## src/rtl/txab_pkg.sv

```systemverilog
package txab_pkg;
    typedef enum logic [1:0] {
        SLOT_FREE    = 2'd0,
        SLOT_QUEUED  = 2'd1,
        SLOT_SENDING = 2'd2
    } slot_state_t;

    // register layout (host-visible field positions)
    localparam int REG_W      = 8;
    localparam int FLG_EMPTY  = 0;   // empty flags start here
    localparam int CTL_REQ    = 0;   // abort requests start here
    localparam int CTL_IE     = 4;   // interrupt enables start here
endpackage

```

## src/rtl/txab_slot.sv

```systemverilog
module txab_slot
    import txab_pkg::*;
(
    input  logic clk,
    input  logic rst_n,
    input  logic soft_rst,
    input  logic sched_wr,
    input  logic abreq_wr,
    input  logic ev_start,
    input  logic ev_done,
    input  logic ev_fail,
    output logic empty,
    output logic ack,
    output logic abreq
);
    slot_state_t state_q, state_d;
    logic        grant;
    logic        ack_q, abreq_q;

    // state register
    always_ff @(posedge clk or negedge rst_n) begin
        if (!rst_n) state_q <= SLOT_FREE;
        else        state_q <= state_d;
    end

    // next state
    always_comb begin
        state_d = state_q;
        grant   = 1'b0;
        if (soft_rst) begin
            state_d = SLOT_FREE;
        end else begin
            unique case (state_q)
                SLOT_FREE: begin
                    if (sched_wr) state_d = SLOT_QUEUED;
                end
                SLOT_QUEUED: begin
                    if (ev_start) begin
                        state_d = SLOT_SENDING;
                    end else if (abreq_q) begin
                        state_d = SLOT_FREE;
                        grant   = 1'b1;
                    end
                end
                SLOT_SENDING: begin
                    if (ev_done) begin
                        state_d = SLOT_FREE;
                    end else if (ev_fail) begin
                        if (abreq_q) begin
                            state_d = SLOT_FREE;
                            grant   = 1'b1;
                        end else begin
                            state_d = SLOT_QUEUED;
                        end
                    end
                end
                default: state_d = SLOT_FREE;
            endcase
        end
    end

    // outputs: acknowledge and request bits
    always_ff @(posedge clk or negedge rst_n) begin
        if (!rst_n) begin
            ack_q   <= 1'b0;
            abreq_q <= 1'b0;
        end else begin
            if (soft_rst)
                ack_q <= 1'b0;
            else if (grant)
                ack_q <= 1'b1;
            else if (state_q == SLOT_FREE && state_d == SLOT_QUEUED)
                ack_q <= 1'b0;

            if (state_d == SLOT_FREE)
                abreq_q <= 1'b0;
            else if (abreq_wr)
                abreq_q <= 1'b1;
        end
    end

    assign empty = (state_q == SLOT_FREE);
    assign ack   = ack_q;
    assign abreq = abreq_q;


    sched_clears_chk: assert property (@(posedge clk) disable iff (!rst_n)
        (empty && sched_wr && !soft_rst) |=> (!empty && !ack));

    queued_grant_chk: assert property (@(posedge clk) disable iff (!rst_n)
        (state_q == SLOT_QUEUED && abreq && !ev_start && !soft_rst) |=> (empty && ack));

    fail_abort_chk: assert property (@(posedge clk) disable iff (!rst_n)
        (state_q == SLOT_SENDING && abreq && ev_fail && !ev_done && !soft_rst) |=> (empty && ack));

    retry_chk: assert property (@(posedge clk) disable iff (!rst_n)
        (state_q == SLOT_SENDING && !abreq && ev_fail && !ev_done && !soft_rst) |=> !empty);

    done_noack_chk: assert property (@(posedge clk) disable iff (!rst_n)
        (state_q == SLOT_SENDING && ev_done && !soft_rst) |=> (empty && !ack));

    empty_noreq_chk: assert property (@(posedge clk) disable iff (!rst_n)
        empty |-> !abreq);

    soft_hold_chk: assert property (@(posedge clk) disable iff (!rst_n)
        soft_rst |=> (empty && !ack));
endmodule

```

## src/rtl/txab_ctrl.sv

```systemverilog
module txab_ctrl
    import txab_pkg::*;
#(
    parameter int NBUF = 3
) (
    input  logic            clk,
    input  logic            rst_n,
    input  logic            ie_wr,
    input  logic [NBUF-1:0] ie_wdata,
    input  logic            rsel,
    input  logic [NBUF-1:0] empty,
    input  logic [NBUF-1:0] ack,
    input  logic [NBUF-1:0] abreq,
    output logic [REG_W-1:0] rdata,
    output logic            irq
);
    logic [NBUF-1:0] ie_q;

    always_ff @(posedge clk or negedge rst_n) begin
        if (!rst_n)     ie_q <= '0;
        else if (ie_wr) ie_q <= ie_wdata;
    end

    always_comb begin
        rdata = '0;
        if (rsel) begin
            rdata[CTL_REQ +: NBUF] = abreq;
            rdata[CTL_IE  +: NBUF] = ie_q;
        end else begin
            rdata[FLG_EMPTY +: NBUF]        = empty;
            rdata[FLG_EMPTY + NBUF +: NBUF] = ack;
        end
    end

    assign irq = |(empty & ie_q);


    irq_source_chk: assert property (@(posedge clk) disable iff (!rst_n)
        irq |-> (empty != '0));
endmodule

```

## src/rtl/txab_top.sv

```systemverilog
module txab_top
    import txab_pkg::*;
#(
    parameter int NBUF = 3
) (
    input  logic             clk,
    input  logic             rst_n,
    input  logic             soft_rst,
    input  logic             reg_wr,
    input  logic             reg_wsel,
    input  logic [REG_W-1:0] reg_wdata,
    input  logic             reg_rsel,
    output logic [REG_W-1:0] reg_rdata,
    input  logic [NBUF-1:0]  eng_start,
    input  logic [NBUF-1:0]  eng_done,
    input  logic [NBUF-1:0]  eng_lost,
    input  logic [NBUF-1:0]  eng_err,
    output logic             irq
);
    logic [NBUF-1:0] empty, ack, abreq;
    logic            flg_wr, ctl_wr;

    assign flg_wr = reg_wr && !reg_wsel;
    assign ctl_wr = reg_wr &&  reg_wsel;

    for (genvar i = 0; i < NBUF; i++) begin : g_slot
        txab_slot u_slot (
            .clk      (clk),
            .rst_n    (rst_n),
            .soft_rst (soft_rst),
            .sched_wr (flg_wr && reg_wdata[FLG_EMPTY + i]),
            .abreq_wr (ctl_wr && reg_wdata[CTL_REQ + i]),
            .ev_start (eng_start[i]),
            .ev_done  (eng_done[i]),
            .ev_fail  (eng_lost[i] | eng_err[i]),
            .empty    (empty[i]),
            .ack      (ack[i]),
            .abreq    (abreq[i])
        );
    end

    txab_ctrl #(.NBUF(NBUF)) u_ctrl (
        .clk      (clk),
        .rst_n    (rst_n),
        .ie_wr    (ctl_wr),
        .ie_wdata (reg_wdata[CTL_IE +: NBUF]),
        .rsel     (reg_rsel),
        .empty    (empty),
        .ack      (ack),
        .abreq    (abreq),
        .rdata    (reg_rdata),
        .irq      (irq)
    );
endmodule

```

## config.mk

```make
export PLATFORM = sky130hd
export DESIGN_NAME = txab_top
export DESIGN_NICKNAME = d
export VERILOG_FILES = /design/src/rtl/txab_pkg.sv /design/src/rtl/txab_slot.sv /design/src/rtl/txab_ctrl.sv /design/src/rtl/txab_top.sv
export SDC_FILE = /design/constraint.sdc
export NUM_CORES = 1
export LEC_CHECK = 0
export BUFFER_PORTS_ARGS = -buffer_cell sky130_fd_sc_hd__buf_4
export CAP_MARGIN = 20
export CORE_ASPECT_RATIO = 1.25
export CORE_UTILIZATION = 55
export DETAILED_ROUTE_END_ITERATION = 16
export PLACE_DENSITY = 0.84
export SYNTH_ARGS = -nofsm -noshare
export SYNTH_HDL_FRONTEND = slang
export SYNTH_SLANG_ARGS = --single-unit
```

## constraint.sdc

```tcl
create_clock -name clk -period 3.36 [get_ports clk]
set_clock_uncertainty 0.2 [all_clocks]
set_input_delay 0.672 -clock clk [delete_from_list [all_inputs] [get_ports clk]]
set_output_delay 0.672 -clock clk [all_outputs]
set_load 0.02 [all_outputs]
```

# Yosys cells after proc, flatten, opt, wreduce, memory -nomap -nowiden

Index checks and enable logic that the tools add are counted.

Register bits: 15
Bits in latches: 0
RAM bits: 0
ROM bits: 0
Input port bits: 26
Output and inout bits: 9
Word-level logic and storage cells: 109
Memories: 0

$add $sub $neg: 0
Multipliers: 0
Divide/modulo/power cells: 0
Order comparisons: 0
Equal/unequal tests: 9
Shifts and indexed selects: 0
Muxes and demuxes: 61
Bitwise operators: 4
Reduce and logical (&&, ||, !) cells: 25

Operator list:

| kind                                           | count |
|---|---|
| two-way mux 2 bit                              | 19 |
| two-way mux 1 bit                              | 35 |
| one-hot mux 2 bit (3 select lines)             | 3 |
| == test 2 x 1 -> 1 bit (second input constant) | 6 |
| logical NOT 2 bit                              | 6 |
| logical AND 1 bit                              | 11 |
| nonzero test 3 bit                             | 3 |
| == test 2 bit (second input constant)          | 3 |
| one-hot mux 1 bit (2 select lines)             | 3 |
| nonzero test 2 bit                             | 3 |
| bitwise AND 3 bit                              | 1 |
| two-way mux 3 bit                              | 1 |
| bitwise OR 1 bit                               | 3 |
| OR reduction 3 bit                             | 1 |
| logical NOT 1 bit                              | 1 |

# Depth between registers and ports, before layout

Depth after elaboration: 11
Mapped depth: 7
Gate-level depth less buffers: 7

# Cells and area by module

From an unflattened synthesis, not the netlist that was laid out.

Cell total of the unflattened synthesis: 121
Area, all modules: 1,234.9 µm²

Modules (own cells, without submodules):

| module    | times used | cells each | area an instance (µm²) | sequential area each (µm²) |
|---|---|---|---|---|
| txab_slot | 3          | 31         | 307.8                  | 100.1 |
| txab_ctrl | 1          | 18         | 236.5                  | 75.1 |
| txab_top  | 1          | 10         | 75.1                   | 0.0 |

# Worst setup path after synthesis

Ideal clock, no wire load.

Path type: input port to output port
Start: input port reg_rsel
End: output port reg_rdata[0]
Arrival: 1.307 ns
Data required time: 2.488 ns
Path slack: 1.181 ns
Stages on the path: 2
Buffers on the path: 1
Cells stage by stage: clkbuf_1 mux2_2

Longest elaborated chain between the ends: 1

Ends and longest elaborated chain:

| element           | line            | text |
|---|---|---|
| start, declared   | txab_top.sv:12  | `input logic reg_rsel,` |
| two-way mux 3 bit | txab_ctrl.sv:26 | `if (rsel) begin` |
| end, declared     | txab_top.sv:13  | `output logic [REG_W-1:0] reg_rdata,` |

No other way between the ends.

# Worst setup path in the final report

Start: register g_slot[1].u_slot.state_q[0]
End: output port irq

Longest elaborated chain between the ends: 3

Ends and longest elaborated chain:

| element                | line            | text |
|---|---|---|
| start, declared        | txab_slot.sv:16 | `slot_state_t state_q, state_d;` |
| start signal, assigned | txab_slot.sv:23 | `else state_q <= state_d;` |
| logical NOT 2 bit      | txab_slot.sv:82 | `assign empty = (state_q == SLOT_FREE);` |
| bitwise AND 3 bit      | txab_ctrl.sv:35 | `assign irq = \|(empty & ie_q);` |
| OR reduction 3 bit     | txab_ctrl.sv:35 |  |
| end, declared          | txab_top.sv:18  | `output logic irq` |

No other way between the ends.

==> metrics.log <==
[metrics] status: finished clean
[metrics] TritonCTS clock tree: yes
[metrics] clock root buffer: sky130_fd_sc_hd__clkbuf_4
[metrics] endpoint of the lowest-slack register-to-register path: g_slot[2].u_slot.abreq$_DFFE_PN0P_
[metrics] total number of placement rows: 18
[metrics] data arrival at the endpoint of the critical path: 1.67 ns
[metrics] count of flip-flops with a built-in enable after synthesis: 0
[metrics] number of diodes: 0
[metrics] setup slack at placement: 1.11 ns
[metrics] number of buffers added to fix hold violations after cts: 0
[metrics] detailed placer's ending HPWL: 2.22 mm
[metrics] final std cells w/o fill: 178
[metrics] total nets after synthesis: 164
[metrics] final setup vio count: 0
[metrics] total global-route track usage: 0.262
[metrics] top-count cell post-synth: sky130_fd_sc_hd__dfrtp_1
[metrics] number of setup buffers added after CTS: 0
[metrics] starting density of the core: 0.601
[metrics] number of buffers added by the clock tree synthesis step: 3
[metrics] maximum achievable frequency: 393 MHz
[metrics] leakage power of the design: 0.668 nW
[metrics] asr flop ratio synth: 1.00
[metrics] global-route congestion overflow total: 0
[metrics] Num Clock Sinks: 15
[metrics] Crit Path Max Fanout: 5
[metrics] max-cap violation count: 0
[metrics] final count of pins violating max slew: 0
[metrics] number of levels the H-tree was split into: 1
[metrics] share of synthesized area occupied by flip-flops and latches: 0.308
[metrics] height of the die: 54.6 µm
[metrics] VDD IR-drop max: 0.267 mV
[metrics] number of nets in the finished design: 197
[metrics] final critical-path share of the clock period: 0.758
[metrics] proportion of layout cells with a drive suffix above 1: 0.310
[metrics] remaining antenna violation count: 0
[metrics] pwr dens: 298 nW/µm²
[metrics] vias in the first global route: 1126
[metrics] kind of end point of the critical path: output pin
[metrics] Synthesis Warnings: 0
[metrics] clock latency on the worst-skew pair: 0.29 ns
[metrics] last weighted congestion value of the routability-driven placer: 0.874
[metrics] total via count in the routed design: 1142
[metrics] first-pass GRT wire length: 4.69 mm
[metrics] Resize count post-CTS: 0
[metrics] largest net degree at the start of global routing: 16
[metrics] DRC: 0
[metrics] Placed Cells incl. Taps: 174
[metrics] Vias/cell: 6.42
[metrics] startpoint of the lowest-slack register-to-register path: g_slot[2].u_slot.state_q[0]$_DFF_PN0_
[metrics] Worst Reg2Reg Path Length in Cells: 6
[metrics] required time worst endpoint: 2.49 ns
[metrics] Initial DRT Pass Iterations: 6
[metrics] number of hold violations in the final report: 0
[metrics] synth top area cells: sky130_fd_sc_hd__dfrtp_1 31%, sky130_fd_sc_hd__ha_1 12%, sky130_fd_sc_hd__mux2_2 7.4%
[metrics] sum of routed wire length over all layers: 2.79 mm
[metrics] number of distinct standard cells referenced by the synthesized netlist: 38
[metrics] Port-buffer cells: 31
[metrics] Setup TNS Final: 0 ns
[metrics] Die W: 44.1 µm
[metrics] top-level I/O count: 35
[metrics] maximum count of clock buffers along a single path: 2
[metrics] post-synthesis average cell area: 9.66 µm²
[metrics] flop and latch count out of synthesis: 15
[metrics] signed area change from the synthesized netlist to the final layout: 22.1%
[metrics] final critical path time including I/O delays and setup: 2.55 ns
[metrics] top cells by count, synth: 15 x sky130_fd_sc_hd__dfrtp_1, 12 x sky130_fd_sc_hd__ha_1, 11 x sky130_fd_sc_hd__inv_1, 8 x sky130_fd_sc_hd__mux2_2, 7 x sky130_fd_sc_hd__nand2b_1
[metrics] detailed-route wire length per cell: 15.7 µm
[metrics] flip-flop cell with the highest count after synthesis: sky130_fd_sc_hd__dfrtp_1
[metrics] fin worst setup slack: 0.814 ns
[metrics] element type at the critical path start: flop
[metrics] number of DRC markers in iteration 0: 54
[metrics] type of the worst setup path: reg -> out
[metrics] clock transition at the register clock pins on the worst setup and hold paths after CTS: 0.09 ns
[metrics] synthesized instance count: 126
[metrics] reg2reg setup slack: 1.28 ns
[metrics] Total Die Area: 2410 µm²
[metrics] setup repair after global routing missed its margin: no
[metrics] area of the core: 2030 µm²
[metrics] area share of the leading cell type in the synthesized netlist: 0.308
[metrics] netlist area before placement: 1220 µm²
[metrics] antenna violations before repair: 0
[metrics] Worst Hold Class: in -> async
[metrics] library cell with the largest summed area after synthesis: sky130_fd_sc_hd__dfrtp_1
## metal layers
metal / track usage / wire [µm] / vias to the layer above
met3: 0.0231 / 92 / 8
met1: 0.308 / 1190 / 548
met4: 0.146 / 71 / 0
met5: 0 / 0 / -
met2: 0.468 / 1430 / 38
li1: - / - / 548
## cell usage in the layout, fill, tap and decap left out, drive strengths merged
master   Yosys  routed
a221oi       2       2
dfrtp       15      15
o2bb2ai      1       1
o22a         1       1
a31oi        2       2
o311ai       3       3
nand3b       3       3
a2bb2oi      2       2
buf          1      31
inv         12      12
mux2         8       8
nor3         4       4
o2111a       2       2
a311oi       1       1
o21ai        3       3
or4b         2       2
a211oi       1       1
conb         1       1
o22ai        4       4
clkbuf       2       4
nand3        2       2
o41ai        2       2
nor4         2       2
nor2b        4       4
and4bb       3       3
nand2b       7       7
or4          1       1
nor2         5       5
a222oi       4       4
nand2        3       3
ha          12      12
o32ai        1       1
a21boi       1       1
a21oi        6       6
and3         1       1
and2         2       2
## flip-flops by register name, indices dropped and copies added, names as in the netlist
register and count:
g_slot.u_slot.ack 3, g_slot.u_slot.state_q 6, u_ctrl.ie_q 3, g_slot.u_slot.abreq 3
## power breakdown
part / switching [mW] / internal (mW) / total [mW]
Clock: 0.0573 / 0.0462 / 0.103
Combinational: 0.0707 / 0.0673 / 0.138
Sequential: 0.0105 / 0.190 / 0.201
Total: 0.139 / 0.304 / 0.442
## logic make-up (layout without fill, tap and decap cells)
logic type / after synthesis / in the layout / synth area share
other: 1 / 1 / 0.00308
flip-flops: 15 / 15 / 0.308
buffers and inverters: 15 / 47 / 0.0493
AND/OR/NAND/NOR: 39 / 39 / 0.208
multiplexers: 8 / 8 / 0.0740
AO/OA/AOI/OAI: 36 / 36 / 0.234
adder cells (fa/ha/maj): 12 / 12 / 0.123
## worst max-delay path: stages, from the launching register on
cell	delay, ns
sky130_fd_sc_hd__dfrtp_1	0.42
sky130_fd_sc_hd__inv_1	0.11
sky130_fd_sc_hd__ha_1	0.28
sky130_fd_sc_hd__a222oi_1	0.35
sky130_fd_sc_hd__inv_1	0.07
sky130_fd_sc_hd__buf_4	0.16
## layout make-up
| cell class | count | area, µm² |
|---|---|---|
| Sequential cell | 15 | 375 |
| Tap cell | 20 | 25.0 |
| Clock buffer | 4 | 26.3 |
| Fill cell | 168 | 541 |
| Inverter | 12 | 45.0 |
| Multi-Input combinational cell | 96 | 782 |
| Timing Repair Buffer | 31 | 233 |
## through the flow
stage	util	hold WS, ns	power [mW]	area, µm²
after floorplan	-	0.176	0.282	1220
after global placement	0.720	0.315	0.337	1460
after detailed placement	0.720	0.331	0.342	1460
after CTS	0.733	0.0287	0.443	1490
after global routing	0.733	0.0183	0.469	1490
final	0.733	0.0202	0.442	1490
## worst max-delay path by stage
stage / slack (ns) / end / start
5_1_grt: 0.70 / irq / g_slot[1].u_slot.state_q[0]$_DFF_PN0_
2_1_floorplan: 1.18 / reg_rdata[0] / reg_rsel
3_5_place_dp: 1.11 / irq / g_slot[1].u_slot.state_q[0]$_DFF_PN0_
6_report: 0.81 / irq / g_slot[1].u_slot.state_q[0]$_DFF_PN0_
3_3_place_gp: 1.16 / irq / g_slot[1].u_slot.state_q[0]$_DFF_PN0_
4_1_cts: 0.79 / irq / g_slot[1].u_slot.state_q[0]$_DFF_PN0_
Note: power is estimated with default switching activity, not from simulation.
